--- src/rtl/ifb_pkg.sv ---
package ifb_pkg;
    typedef enum logic [1:0] {
        FS_IDLE = 2'd0,
        FS_WAIT = 2'd1,
        FS_KILL = 2'd2
    } fetch_st_e;
endpackage

--- src/rtl/ifb_fetch_ctl.sv ---
module ifb_fetch_ctl
    import ifb_pkg::*;
(
    input  logic clk,
    input  logic rst,
    input  logic flush,
    input  logic stall,
    input  logic f_full,
    input  logic mem_ack,
    input  logic mem_dvalid,
    output logic mem_req,
    output logic issue,
    output logic fill
);
    fetch_st_e st_q, st_nx;

    // state register
    always_ff @(posedge clk) begin
        if (rst) st_q <= FS_IDLE;
        else     st_q <= st_nx;
    end

    // next state
    always_comb begin
        st_nx = st_q;
        unique case (st_q)
            FS_IDLE: if (issue) st_nx = FS_WAIT;
            FS_WAIT: begin
                if (mem_dvalid)  st_nx = FS_IDLE;
                else if (flush)  st_nx = FS_KILL;
            end
            FS_KILL: if (mem_dvalid) st_nx = FS_IDLE;
            default: st_nx = FS_IDLE;
        endcase
    end

    // outputs
    always_comb begin
        mem_req = 1'b0;
        fill    = 1'b0;
        unique case (st_q)
            FS_IDLE: mem_req = !stall && (flush || !f_full);
            FS_WAIT: fill    = mem_dvalid && !flush;
            FS_KILL: fill    = 1'b0;
            default: mem_req = 1'b0;
        endcase
        issue = mem_req && mem_ack;
    end
endmodule

--- src/rtl/ifb_levels.sv ---
module ifb_levels #(
    parameter int BYTE_W = 8,
    localparam int WORD_W = 2 * BYTE_W
) (
    input  logic              clk,
    input  logic              rst,
    input  logic              flush,
    input  logic              fill,
    input  logic [WORD_W-1:0] fill_data,
    input  logic              take,
    input  logic              sel_hi,
    output logic              f_full,
    output logic              g_valid,
    output logic [BYTE_W-1:0] byte_out
);
    logic [WORD_W-1:0] f_q, g_q;
    logic              fv_q, gv_q;
    logic              release_g, g_free;

    assign release_g = take && sel_hi;
    assign g_free    = !gv_q || release_g;

    always_ff @(posedge clk) begin
        if (rst || flush) begin
            fv_q <= 1'b0;
            gv_q <= 1'b0;
        end else begin
            if (g_free) gv_q <= fv_q;
            if (fill)        fv_q <= 1'b1;
            else if (g_free) fv_q <= 1'b0;
        end
    end

    always_ff @(posedge clk) begin
        if (fill) f_q <= fill_data;
        if (g_free && fv_q) g_q <= f_q;
    end

    assign f_full   = fv_q;
    assign g_valid  = gv_q;
    assign byte_out = sel_hi ? g_q[WORD_W-1:BYTE_W] : g_q[BYTE_W-1:0];
endmodule

--- src/rtl/ifb_counters.sv ---
module ifb_counters #(
    parameter int PC_W = 16,
    localparam int WA_W = PC_W - 1
) (
    input  logic            clk,
    input  logic            rst,
    input  logic            flush,
    input  logic [PC_W-1:0] pc_in,
    input  logic            issue,
    input  logic            take,
    output logic [WA_W-1:0] word_pc,
    output logic [PC_W-1:0] cons_pc
);
    logic [WA_W-1:0] wpc_q;
    logic [PC_W-1:0] bpc_q;
    logic [WA_W-1:0] wbase;

    assign wbase = flush ? pc_in[PC_W-1:1] : wpc_q;

    always_ff @(posedge clk) begin
        if (rst) begin
            wpc_q <= '0;
            bpc_q <= '0;
        end else begin
            wpc_q <= wbase + WA_W'(issue);
            if (flush)     bpc_q <= pc_in;
            else if (take) bpc_q <= bpc_q + 1'b1;
        end
    end

    assign word_pc = wbase;
    assign cons_pc = bpc_q;
endmodule

--- src/rtl/ifb_prefetch.sv ---
module ifb_prefetch #(
    parameter int PC_W   = 16,
    parameter int BYTE_W = 8
) (
    input  logic                  clk,
    input  logic                  rst,
    input  logic                  flush,
    input  logic [PC_W-1:0]       pc_in,
    input  logic                  stall,
    output logic                  mem_req,
    output logic [PC_W-2:0]       mem_addr,
    input  logic                  mem_ack,
    input  logic                  mem_dvalid,
    input  logic [2*BYTE_W-1:0]   mem_data,
    output logic [BYTE_W-1:0]     byte_out,
    output logic                  byte_valid,
    input  logic                  byte_take,
    output logic [PC_W-1:0]       byte_pc
);
    logic f_full, issue, fill, take_eff;

    assign take_eff = byte_take && byte_valid && !flush;

    ifb_fetch_ctl u_ctl (
        .clk(clk), .rst(rst), .flush(flush), .stall(stall),
        .f_full(f_full), .mem_ack(mem_ack), .mem_dvalid(mem_dvalid),
        .mem_req(mem_req), .issue(issue), .fill(fill)
    );

    ifb_levels #(.BYTE_W(BYTE_W)) u_lvl (
        .clk(clk), .rst(rst), .flush(flush), .fill(fill),
        .fill_data(mem_data), .take(take_eff), .sel_hi(byte_pc[0]),
        .f_full(f_full), .g_valid(byte_valid), .byte_out(byte_out)
    );

    ifb_counters #(.PC_W(PC_W)) u_cnt (
        .clk(clk), .rst(rst), .flush(flush), .pc_in(pc_in),
        .issue(issue), .take(take_eff),
        .word_pc(mem_addr), .cons_pc(byte_pc)
    );
endmodule

--- config.mk ---
export PLATFORM = sky130hd
export DESIGN_NAME = ifb_prefetch
export DESIGN_NICKNAME = d
export VERILOG_FILES = /design/src/rtl/ifb_pkg.sv /design/src/rtl/ifb_fetch_ctl.sv /design/src/rtl/ifb_levels.sv /design/src/rtl/ifb_counters.sv /design/src/rtl/ifb_prefetch.sv
export SDC_FILE = /design/constraint.sdc
export NUM_CORES = 1
export LEC_CHECK = 0
export ABC_CLOCK_PERIOD_IN_PS = 5800
export BUFFER_PORTS_ARGS = -buffer_cell sky130_fd_sc_hd__buf_2
export CORE_ASPECT_RATIO = 1.1
export CORE_MARGIN = 5
export CORE_UTILIZATION = 50
export DETAILED_ROUTE_END_ITERATION = 10
export PLACE_DENSITY = 0.76
export SETUP_SLACK_MARGIN = 0.3
export SYNTH_ARGS = -nofsm -noshare
export SYNTH_HDL_FRONTEND = slang
export SYNTH_SLANG_ARGS = --single-unit
--- constraint.sdc ---
create_clock -name clk -period 5.8 [get_ports clk]
set_input_delay 0.87 -clock clk [delete_from_list [all_inputs] [get_ports clk]]
set_output_delay 0.87 -clock clk [all_outputs]
set_load 0.005 [all_outputs]
* Word-level counts from Yosys, hierarchy flattened
Cells that the tools add are included.
** Storage, ports and cells
- Word-level logic and storage cells :: 45
- Bits in registers :: 67
- Input port bits :: 39
** Cells by class
- Reduce and logical (&&, ||, !) cells :: 18
- Multiplexer cells :: 13
- Add/subtract/negate cells :: 2
- Eq/ne operators :: 5
** Operators with widths (number)
- 16-bit two-way mux :: 2
- 16-bit by 1-bit adder with 16-bit output (second input constant) :: 1
- 15-bit by 1-bit adder with 15-bit output :: 1
- 15-bit two-way mux :: 1
- 2-bit two-way mux :: 4
- 8-bit two-way mux :: 1
- 1-bit logical AND :: 7
- 2-bit one-hot mux with 3 select lines :: 1
- 1-bit zero test :: 4
- 1-bit two-way mux :: 4
- 2-bit nonzero test :: 2
- 1-bit logical OR :: 3
- 3-bit != test (second input constant) :: 1
- 3-bit AND reduction :: 1
- 2-bit by 1-bit == test with 1-bit output (second input constant) :: 1
- 2-bit == test (second input constant) :: 1
- 2-bit zero test :: 1
- 2-bit by 1-bit != test with 1-bit output (second input constant) :: 1
- 2-bit != test (second input constant) :: 1

* Logic depth before layout (Yosys ltp)
Gate-level depths: netlist of the first run.
- Depth in word-level cells :: 7
- Gate-level depth with buffers :: 10
- Gate-level depth less buffers :: 8

* Hierarchy
From an unflattened synthesis of the first run, not the netlist that was laid out.
** Unflattened totals
- Cell total of the unflattened synthesis :: 271
- Area, all modules :: 3189.3 um^2
** Modules (own cells, without submodules)
- ifb_counters :: area each 1866.8 um^2, cells an instance 207, times used 1
- ifb_levels :: area each 1184.9 um^2, cells an instance 49, times used 1
- ifb_fetch_ctl :: area each 128.9 um^2, cells an instance 14, times used 1
- ifb_prefetch :: area each 8.8 um^2, cells an instance 1, times used 1

* Least setup slack after synthesis of the first run
No wires, ideal clock.
- Path type :: in2reg
- Start :: input port flush
- End :: register u_cnt.wpc_q[11]
- Setup time :: 0.123 ns
- Arrival :: 2.557 ns
- Setup slack :: 3.120 ns
- Buffers on the path :: 3
- Stages :: 9
- Path through :: buf_4 -> buf_2 -> buf_2 -> o21ai_0 -> ha_1 -> nand4b_1 -> nand2_1 -> nand4_1 -> mux2_1
** RTL lines
- start, declared :: RTL line ifb_prefetch.sv:7 : input logic flush,
- 15-bit two-way mux :: RTL line ifb_counters.sv:18 : assign wbase = flush ? pc_in[PC_W-1:1] : wpc_q;
- net mem_addr[0] :: RTL line ifb_prefetch.sv:11 : output logic [PC_W-2:0] mem_addr,
- 15-bit by 1-bit adder with 15-bit output :: RTL line ifb_counters.sv:25 : wpc_q <= wbase + WA_W'(issue);
- end signal, assigned :: RTL line ifb_counters.sv:25
- end, declared :: RTL line ifb_counters.sv:14 : logic [WA_W-1:0] wpc_q;
The timed path passes the listed nets, and every way through them passes these cells.
A chain may end at the register's enable or synchronous reset.

* Worst setup path in the final report of the first run
- Start :: input port flush
- End :: output port mem_req
** On the way
- Cells in the longest elaborated chain, start to end :: 3
** RTL lines
- 1-bit logical OR :: RTL line ifb_fetch_ctl.sv:42 : FS_IDLE: mem_req = !stall && (flush || !f_full);
- 1-bit logical AND :: RTL line ifb_fetch_ctl.sv:42
- 1-bit two-way mux :: RTL line ifb_fetch_ctl.sv:41 : unique case (st_q)
- end, declared :: RTL line ifb_prefetch.sv:10 : output logic mem_req,
No other way between the ends.

==> qor.csv, run 1 <==
metric;value;unit
design.core.area;6156;um2
cts-root-buf;clkbuf_8;
numCtsBuffers;9;
critical_path_class;primary input to output port;
finalWeightedCongestion;0.8077;
grtUsageTotal;17.26;%
clkTransAtPathRegs;0.07;ns
critPathCaptureType;output port;
holdPathStages;0;
netSwitchingFraction;24.01;%
clk_latency;0.34;ns
worst_slew_pin_slew;0.7741;ns
grt_pass1_wl;10790;um
fmax;296.7;MHz
synth_edf_count;32;
hold_end;u_lvl.g_q[3];
hold_class;flop to flop;
async_reset_ff_share;0;%
postCtsHoldBufs;0;
layout_setup_ws;2.429;ns
period_share;58.11;%
layout-area-overhead-vs-synth;20.85;%
leakagePower;1.523;nW
nNetsFinal;396;
rsz0062_at_grt;false;
routedWlPerCell;15.07;um
drtAntennaViolNets;0;
synth_most_common_cell;dfxtp_1;
tritoncts;done;
wirelength;6616;um
rows;30;
ctsResizeCount;0;
period_needed;3.371;ns
timing.hold.ws;0.4233;ns
route.detailed.drc;0;
skew;0.006677;ns
pwr-share-comb;10.0;%
irDropWorstVdd;0.0001742;V
startpoint_type;primary input;
start_util;51.08;%
r2r-start;u_cnt.cons_pc[0];
antenna_found_initial;0;
cts_buffer_depth;2;
cts-htree-levels;3;
syn_inst;276;
cp.arrival;2.50;ns
post-route-util;61.73;%
status;complete, no violations;
num_antenna_cells;0;
hold_violations;0;
grt_max_degree;42;
grt-ovfl-total;0;
dpl_worst_slack;2.103;ns
slew_violations;0;
ys_ff_latch;67;
yosysWarnings;0;
fin_tns_setup;0;ns
drive_gt1_share;36.49;%
cts_setup_buffers;0;
numPortBuffers;79;
yosys-top-cells-area;edfxtp_1 (31%), dfxtp_1 (22%), mux2_2 (6.1%);
fin_cells;439;
ys_seq_area_share;52.85;%
io_pins;80;
crit_required;4.93;ns
crit_fanout;41;
p_seq_share;49.5;%
max_slew_margin;48.40;%
ys_types;57;
synth_top_area_share;30.56;%
hp-start;u_lvl.f_q[3];
drt_iter0_markers;99;
setup_viol;0;
mappedNetlistArea;3144;um2
dp.cells;423;
vias;2342;
first_global_vias;2246;
synth_ff_type;dfxtp_1;
rrSetupSlack;3.68;ns
maxCapViolCount;0;
firstDrtPassIters;4;
dp_hpwl;4703;um
p_clk_share;40.5;%
cts.sinks;67;
dieArea;7976;um2
rr_worst_depth;3;
synth_common_cells;dfxtp_1 (35), edfxtp_1 (32), nor2_1 (23), mux2_2 (17), xnor2_1 (14);
post_drt_via_cell_ratio;5.335;
die_y;93.17;um
p_sw;0.2547;mW
synth_nets;318;
fp.dieW;85.61;um
p_int;0.8059;mW
rr_endpoint;u_lvl.g_q[1];
yosysTopAreaCell;edfxtp_1;
syn_area_per_cell;11.39;um2
power_density;279.1;nW/um2
area by class of cell:
type                    count  area (um2)
repair buffers             80       402.9
inverters                  14       52.55
multi-input cells         182        1359
fillers                   517        2356
well taps                  80       100.1
flip-flops and latches     67        1662
clock inverters             7       100.1
clock buffers               9       123.9
metal layers:
layer	share of wire [%]	vias to the layer above	track usage, %	wire length [um]
met1	45	1100	23.28	3002
li1	-	1177	-	-
met3	6.2	8	5.727	413
met4	1.2	0	5.541	78
met5	0	-	0	0
met2	47	57	26.17	3121
flip-flops by register name, indices dropped and copies added, names as in the netlist:
register	count
u_cnt.wpc_q	15
u_lvl.g_valid	1
u_lvl.g_q	16
u_ctl.st_q	2
u_cnt.cons_pc	16
u_lvl.f_q	16
u_lvl.f_full	1
layout by cell type, fill, tap and decap left out, types with 8 or more instances in the layout:
| master | count |
|---|---|
| a211oi_1 | 8 |
| nand3_1 | 9 |
| nor3_1 | 12 |
| dfxtp_1 | 35 |
| buf_2 | 79 |
| xnor2_1 | 14 |
| nor2_1 | 23 |
| inv_1 | 13 |
| nand2_1 | 12 |
| edfxtp_1 | 32 |
| clkbuf_8 | 9 |
| mux2_2 | 17 |
| a21oi_1 | 12 |
critical path, cell delays in order:
cell and delay (ns):
buf_2 0.59, inv_2 0.38, a2111oi_4 0.46, buf_2 0.18
cell families after synthesis:
| family | count (synthesis) | share of synthesized area, % |
|---|---|---|
| multiplexers | 24 | 8.476 |
| AND/OR/NAND/NOR | 95 | 17.91 |
| flip-flops | 67 | 52.85 |
| AO/OA/AOI/OAI | 45 | 11.46 |
| XOR/XNOR | 15 | 4.178 |
| adder cells (fa/ha/maj) | 3 | 1.194 |
| buffers and inverters | 27 | 3.939 |
power by group through the flow:
| stage | clock [mW] | combinational [mW] | sequential (mW) |
|---|---|---|---|
| 2_1_floorplan | 0 | 0.0636 | 0.533 |
| 4_1_cts | 0.438 | 0.106 | 0.525 |
| 5_1_grt | 0.463 | 0.118 | 0.528 |
| 3_3_place_gp | 0 | 0.104 | 0.535 |
| 6_report | 0.430 | 0.106 | 0.525 |
| 3_5_place_dp | 0 | 0.105 | 0.536 |
metrics by stage:
step / total power, mW / cell area [um2]
after floorplan: 0.5965 / 3144
after global routing: 1.109 / 3800
final: 1.061 / 3800
after CTS: 1.069 / 3800
after global placement: 0.6394 / 3576
after detailed placement: 0.6413 / 3576
how the worst max path moves through the flow:
stage	start	to	slack, ns	depth (start not counted)
floorplan	flush	u_cnt.wpc_q[11]	3.12	9
global placement	flush	u_cnt.wpc_q[11]	2.20	9
detailed placement	flush	u_cnt.wpc_q[11]	2.10	9
global route	flush	u_cnt.wpc_q[11]	2.18	9
finish	flush	mem_req	2.43	4
CTS	flush	mem_req	2.42	4
Power figures use the tool's default switching activity.
==> run 2: changes to the inputs <==
--- a/config.mk
+++ b/config.mk
@@ -5,7 +5,7 @@
 export SDC_FILE = /design/constraint.sdc
 export NUM_CORES = 1
 export LEC_CHECK = 0
-export ABC_CLOCK_PERIOD_IN_PS = 5800
+export ABC_CLOCK_PERIOD_IN_PS = 3160
 export BUFFER_PORTS_ARGS = -buffer_cell sky130_fd_sc_hd__buf_2
 export CORE_ASPECT_RATIO = 1.1
 export CORE_MARGIN = 5
==> constraint.sdc (replaced) <==
create_clock -name clk -period 3.16 [get_ports clk]
set_input_delay 0.474 -clock clk [delete_from_list [all_inputs] [get_ports clk]]
set_output_delay 0.474 -clock clk [all_outputs]
set_load 0.005 [all_outputs]
==> run 2 against run 1 <==
  * Wire length grew 5.0%
  * Register-to-register slack lost 2.6 ns
  * Setup slack lost 1.5 ns
  * Design area shrank 0.26%
  * Sequential cell count is the same
  * Sequential power grew 84%
  * Critical path type unchanged
  * Critical endpoint is now mem_addr[8]
  * Highest routed layer unchanged
==> qor.csv, run 2 (synthesis results as in run 1) <==
metric;value;unit
firstDrtPassIters;4;
critical_path_class;primary input to output port;
drive_gt1_share;36.57;%
post_drt_via_cell_ratio;5.397;
period_needed;2.214;ns
crit_required;2.69;ns
status;complete, no violations;
grt_pass1_wl;11130;um
numPortBuffers;79;
hold_class;primary input to flop;
layout-area-overhead-vs-synth;20.53;%
startpoint;flush;
drtAntennaViolNets;0;
period_share;70.05;%
max_slew_margin;52.08;%
path_cells;buf_2 > buf_4 > mux2i_2 > inv_1 > buf_2;
fin_tns_setup;0;ns
first_global_vias;2315;
irDropWorstVdd;0.0003180;V
maxCapViolCount;0;
critPathSlowestCell;mux2i_2;
grtUsageTotal;18.01;%
dpl_worst_slack;0.7436;ns
vias;2380;
post-route-cell-area;3790;um2
cts_setup_buffers;0;
cts_buffer_depth;2;
rr_endpoint;u_lvl.g_q[7];
clk_latency;0.35;ns
highest_layer;met4;
cp.arrival;1.74;ns
rows;30;
rrSetupSlack;1.07;ns
nNetsFinal;398;
fp.dieW;85.61;um
max_stage_delay;0.41;ns
skew;0.008336;ns
ctsResizeCount;0;
hp-start;mem_data[7];
num_antenna_cells;0;
wl_met2;3292;um
leakagePower;1.513;nW
mostFrequentLayoutCells;buf_2 (79), dfxtp_1 (35), edfxtp_1 (32);
rr_worst_depth;3;
startpoint_type;primary input;
grt_max_degree;39;
grt-ovfl-total;0;
postCtsHoldBufs;0;
dp_hpwl;5063;um
numCtsBuffers;9;
power_density;493.5;nW/um2
critPathCaptureType;output port;
hold_violations;0;
cp_common_cell;buf_2;
start_util;51.08;%
routedWlPerCell;15.76;um
cts-htree-levels;3;
cts.sinks;67;
setup_viol;0;
wirelength;6948;um
slew_violations;0;
rsz0062_at_grt;false;
holdPathStages;1;
crit_fanout;36;
fillers;536;
antenna_found_initial;0;
finalWeightedCongestion;0.8061;
layout_setup_ws;0.9463;ns
design.core.area;6156;um2
drt_iter0_markers;156;
wl_met1;3101;um
fmax;451.7;MHz
hold_end;u_lvl.f_q[7];
placed_cell_area;3591;um2
clkTransAtPathRegs;0.08;ns
die_y;93.17;um
cts-root-buf;clkbuf_8;
dieArea;7976;um2
io_pins;80;
tritoncts;done;
route.detailed.drc;0;
worst_slew_pin_slew;0.7188;ns
r2r-start;u_cnt.cons_pc[0];
final_common_cell;buf_2;
wl_met3;414;um
power.total;1.870;mW
==> run 2: cell types whose count changed in the layout (fill, tap and decap cells not counted), sizes merged <==
| cell | before | now |
|---|---|---|
| clkinv | 3 | 2 |
| bufinv | 2 | 1 |
| clkinvlp | 0 | 2 |
| buf | 80 | 82 |
==> run 2: per-stage QoR <==
| step | util (%) | cells | hold WS [ns] |
|---|---|---|---|
| 2_1_floorplan | - | 276 | 0.4003 |
| 3_3_place_gp | 58.33 | 425 | 0.4010 |
| 3_5_place_dp | 58.33 | 425 | 0.4045 |
| 4_1_cts | 61.57 | 441 | 0.2777 |
| 5_1_grt | 61.57 | 441 | 0.2802 |
| 6_report | 61.57 | 441 | 0.2914 |
==> run 2: final cells by class <==
type | count | area, um2 | share of cell area [%]
Clock inverter | 7 | 75.07 | 1.981
Clock buffer | 9 | 123.9 | 3.268
Inverter | 14 | 52.55 | 1.387
Timing Repair Buffer | 82 | 417.9 | 11.03
Tap cell | 80 | 100.1 | 2.641
Multi-Input combinational cell | 182 | 1359 | 35.85
Sequential cell | 67 | 1662 | 43.84
==> run 2: worst max-delay path by stage <==
stage	endpoint	slack, ns	depth (start not counted)
4_1_cts	mem_addr[8]	0.94	5
2_1_floorplan	u_cnt.wpc_q[11]	0.88	9
6_report	mem_addr[8]	0.95	5
3_3_place_gp	u_cnt.wpc_q[10]	0.84	9
5_1_grt	u_lvl.g_q[7]	0.86	3
3_5_place_dp	u_cnt.wpc_q[10]	0.74	9
==> run 2: per-layer routing <==
metal / vias to the layer above / global-route usage (%)
met1: 1125 / 23.29
met4: 0 / 9.367
li1: 1176 / -
met5: - / 0
met2: 67 / 27.78
met3: 12 / 4.493
==> run 2: power breakdown <==
group | internal [mW] | switching [mW]
sequential | 0.937 | 0.0284
clock | 0.368 | 0.340
combinational | 0.0937 | 0.104
==> run 2: critical path, delay by kind of cell <==
family,cells,cell delay (ns)
buffers and inverters,4,0.85
multiplexers,1,0.41
==> run 3: changes to the inputs <==
--- a/config.mk
+++ b/config.mk
@@ -5,11 +5,11 @@
 export SDC_FILE = /design/constraint.sdc
 export NUM_CORES = 1
 export LEC_CHECK = 0
-export ABC_CLOCK_PERIOD_IN_PS = 3160
+export ABC_CLOCK_PERIOD_IN_PS = 1890
 export BUFFER_PORTS_ARGS = -buffer_cell sky130_fd_sc_hd__buf_2
 export CORE_ASPECT_RATIO = 1.1
 export CORE_MARGIN = 5
-export CORE_UTILIZATION = 50
+export CORE_UTILIZATION = 48
 export DETAILED_ROUTE_END_ITERATION = 10
 export PLACE_DENSITY = 0.76
 export SETUP_SLACK_MARGIN = 0.3
==> constraint.sdc (replaced) <==
create_clock -name clk -period 1.89 [get_ports clk]
set_input_delay 0.2835 -clock clk [delete_from_list [all_inputs] [get_ports clk]]
set_output_delay 0.2835 -clock clk [all_outputs]
set_load 0.005 [all_outputs]
==> run 3 against run 2 <==
  * Sequential cell count unchanged
  * Clock power up 60%
  * Non-clock buffer count up 25
  * Critical path type is now flop to flop
  * Highest routed layer unchanged
  * Final cell count up 6.3%
  * Global-route usage up 1.0 points
  * Total power up 70%
  * First-iteration DRC count up 38%
==> qor.csv, run 3 (synthesis results as in run 1) <==
metric;value;unit
cts.sinks;67;
layout-area-overhead-vs-synth;36.21;%
finalWeightedCongestion;0.8206;
cp_common_cell;nand4_1;
tritoncts;done;
design.core.area;6477;um2
postCtsHoldBufs;0;
irDropWorstVdd;0.0004059;V
nNetsFinal;424;
placed_cell_area;3737;um2
rsz0062_at_grt;true;
fillers;498;
skew;0.007489;ns
firstDrtPassIters;4;
cts_buffer_depth;2;
hold_class;primary input to flop;
maxCapViolCount;0;
routedWlPerCell;17.36;um
slew_violations;0;
die_y;94.89;um
crit_fanout;3;
post-route-cell-area;4283;um2
startpoint_type;flop;
clkTransAtPathRegs;0.07;ns
rows;31;
dpl_worst_slack;-0.2162;ns
max_stage_delay;0.34;ns
period_needed;1.868;ns
grtUsageTotal;19.05;%
critPathCaptureType;flop;
dp_hpwl;5378;um
first_global_vias;2412;
grt-ovfl-total;0;
antenna_found_initial;0;
grt_max_degree;31;
max_slew_margin;61.77;%
fmax;535.3;MHz
setup_viol;0;
hold_violations;0;
critical_path_class;flop to flop;
worst_slew_pin_slew;0.5735;ns
dieArea;8271;um2
drtAntennaViolNets;0;
path_cells;a2111oi_4 > and2_4 > ha_4 > nand4_1 > nand2_2 > nand4_1 > mux2_1;
route.detailed.drc;0;
start_util;48.54;%
status;complete, no violations;
leakagePower;1.749;nW
period_share;98.84;%
mostFrequentLayoutCells;buf_2 (71), dfxtp_1 (32), edfxtp_1 (32);
timing.hold.ws;0.1144;ns
clk_latency;0.34;ns
io_pins;80;
crit_required;2.12;ns
wirelength;8144;um
power_density;743.8;nW/um2
critPathSlowestCell;dfxtp_2;
numPortBuffers;79;
layout_setup_ws;0.02194;ns
cts-htree-levels;3;
num_antenna_cells;0;
cts-root-buf;clkbuf_8;
numCtsBuffers;9;
post_drt_via_cell_ratio;5.399;
grt_pass1_wl;12090;um
final_common_cell;buf_2;
vias;2532;
fp.dieW;87.17;um
drt_iter0_markers;215;
cp.arrival;2.10;ns
drive_gt1_share;45.48;%
-- run 3: changes by cell type in the layout (fill, tap and decap cells not counted), sizes merged --
cell / delta
buf: +24
clkbuf: +3
inv: -2
and2: +1
-- run 3: layer usage --
layer / track usage [%] / share of wire (%)
met4: 7.161 / 1.3
met2: 31.27 / 52
met1: 24.12 / 41
met3: 4.887 / 5.5
met5: 0 / 0
-- run 3: power breakdown --
group          leakage, nW  internal [mW]  switching [mW]
Clock               0.0870          0.603           0.529
Sequential           0.579           1.57          0.0466
Combinational         1.08          0.227           0.214
Total                 1.75           2.40           0.790
-- run 3: critical path, delay by kind of cell, from the launching register on --
| kind | cells | cell delay [ns] |
|---|---|---|
| compound gates | 1 | 0.31 |
| fa+ha+maj | 1 | 0.14 |
| flops | 1 | 0.34 |
| mux | 1 | 0.32 |
| simple gates | 4 | 0.66 |
-- run 3: stage by stage --
step	setup TNS (ns)	power (mW)	instances	util, %
5_1_grt	-0.1075	3.322	469	66.12
2_1_floorplan	-0.01753	1.839	276	-
4_1_cts	0	3.159	462	62.85
6_report	0	3.186	469	66.12
3_3_place_gp	-0.4785	1.995	442	57.70
3_5_place_dp	-1.430	2.006	442	57.70
-- run 3: path summary, 6_finish.rpt --
check,start,endpoint,slack [ns],depth (start not counted)
max,u_lvl.f_full,u_cnt.wpc_q[11],0.02,7
min,mem_data[15],u_lvl.f_q[15],0.11,1
max reg2reg,u_lvl.f_full,u_cnt.wpc_q[11],0.02,7
min reg2reg,u_lvl.f_q[5],u_lvl.g_q[5],0.42,0
-- run 3: cell type report --
class | count | area [um2] | share of cell area [%]
flip-flops and latches | 67 | 1668 | 38.94
multi-input cells | 183 | 1543 | 36.02
repair buffers | 107 | 724.4 | 16.91
clock buffers | 11 | 131.4 | 3.067
well taps | 82 | 102.6 | 2.396
inverters | 14 | 60.06 | 1.402
clock inverters | 5 | 53.80 | 1.256
-- run 3: what timing repair did --
action                                  4_1_cts  5_1_grt
pin swaps                                    10       11
endpoints found under the setup margin       33       51
cloned                                        2        1
setup buffers                                 2        6
resized for setup                            27       31
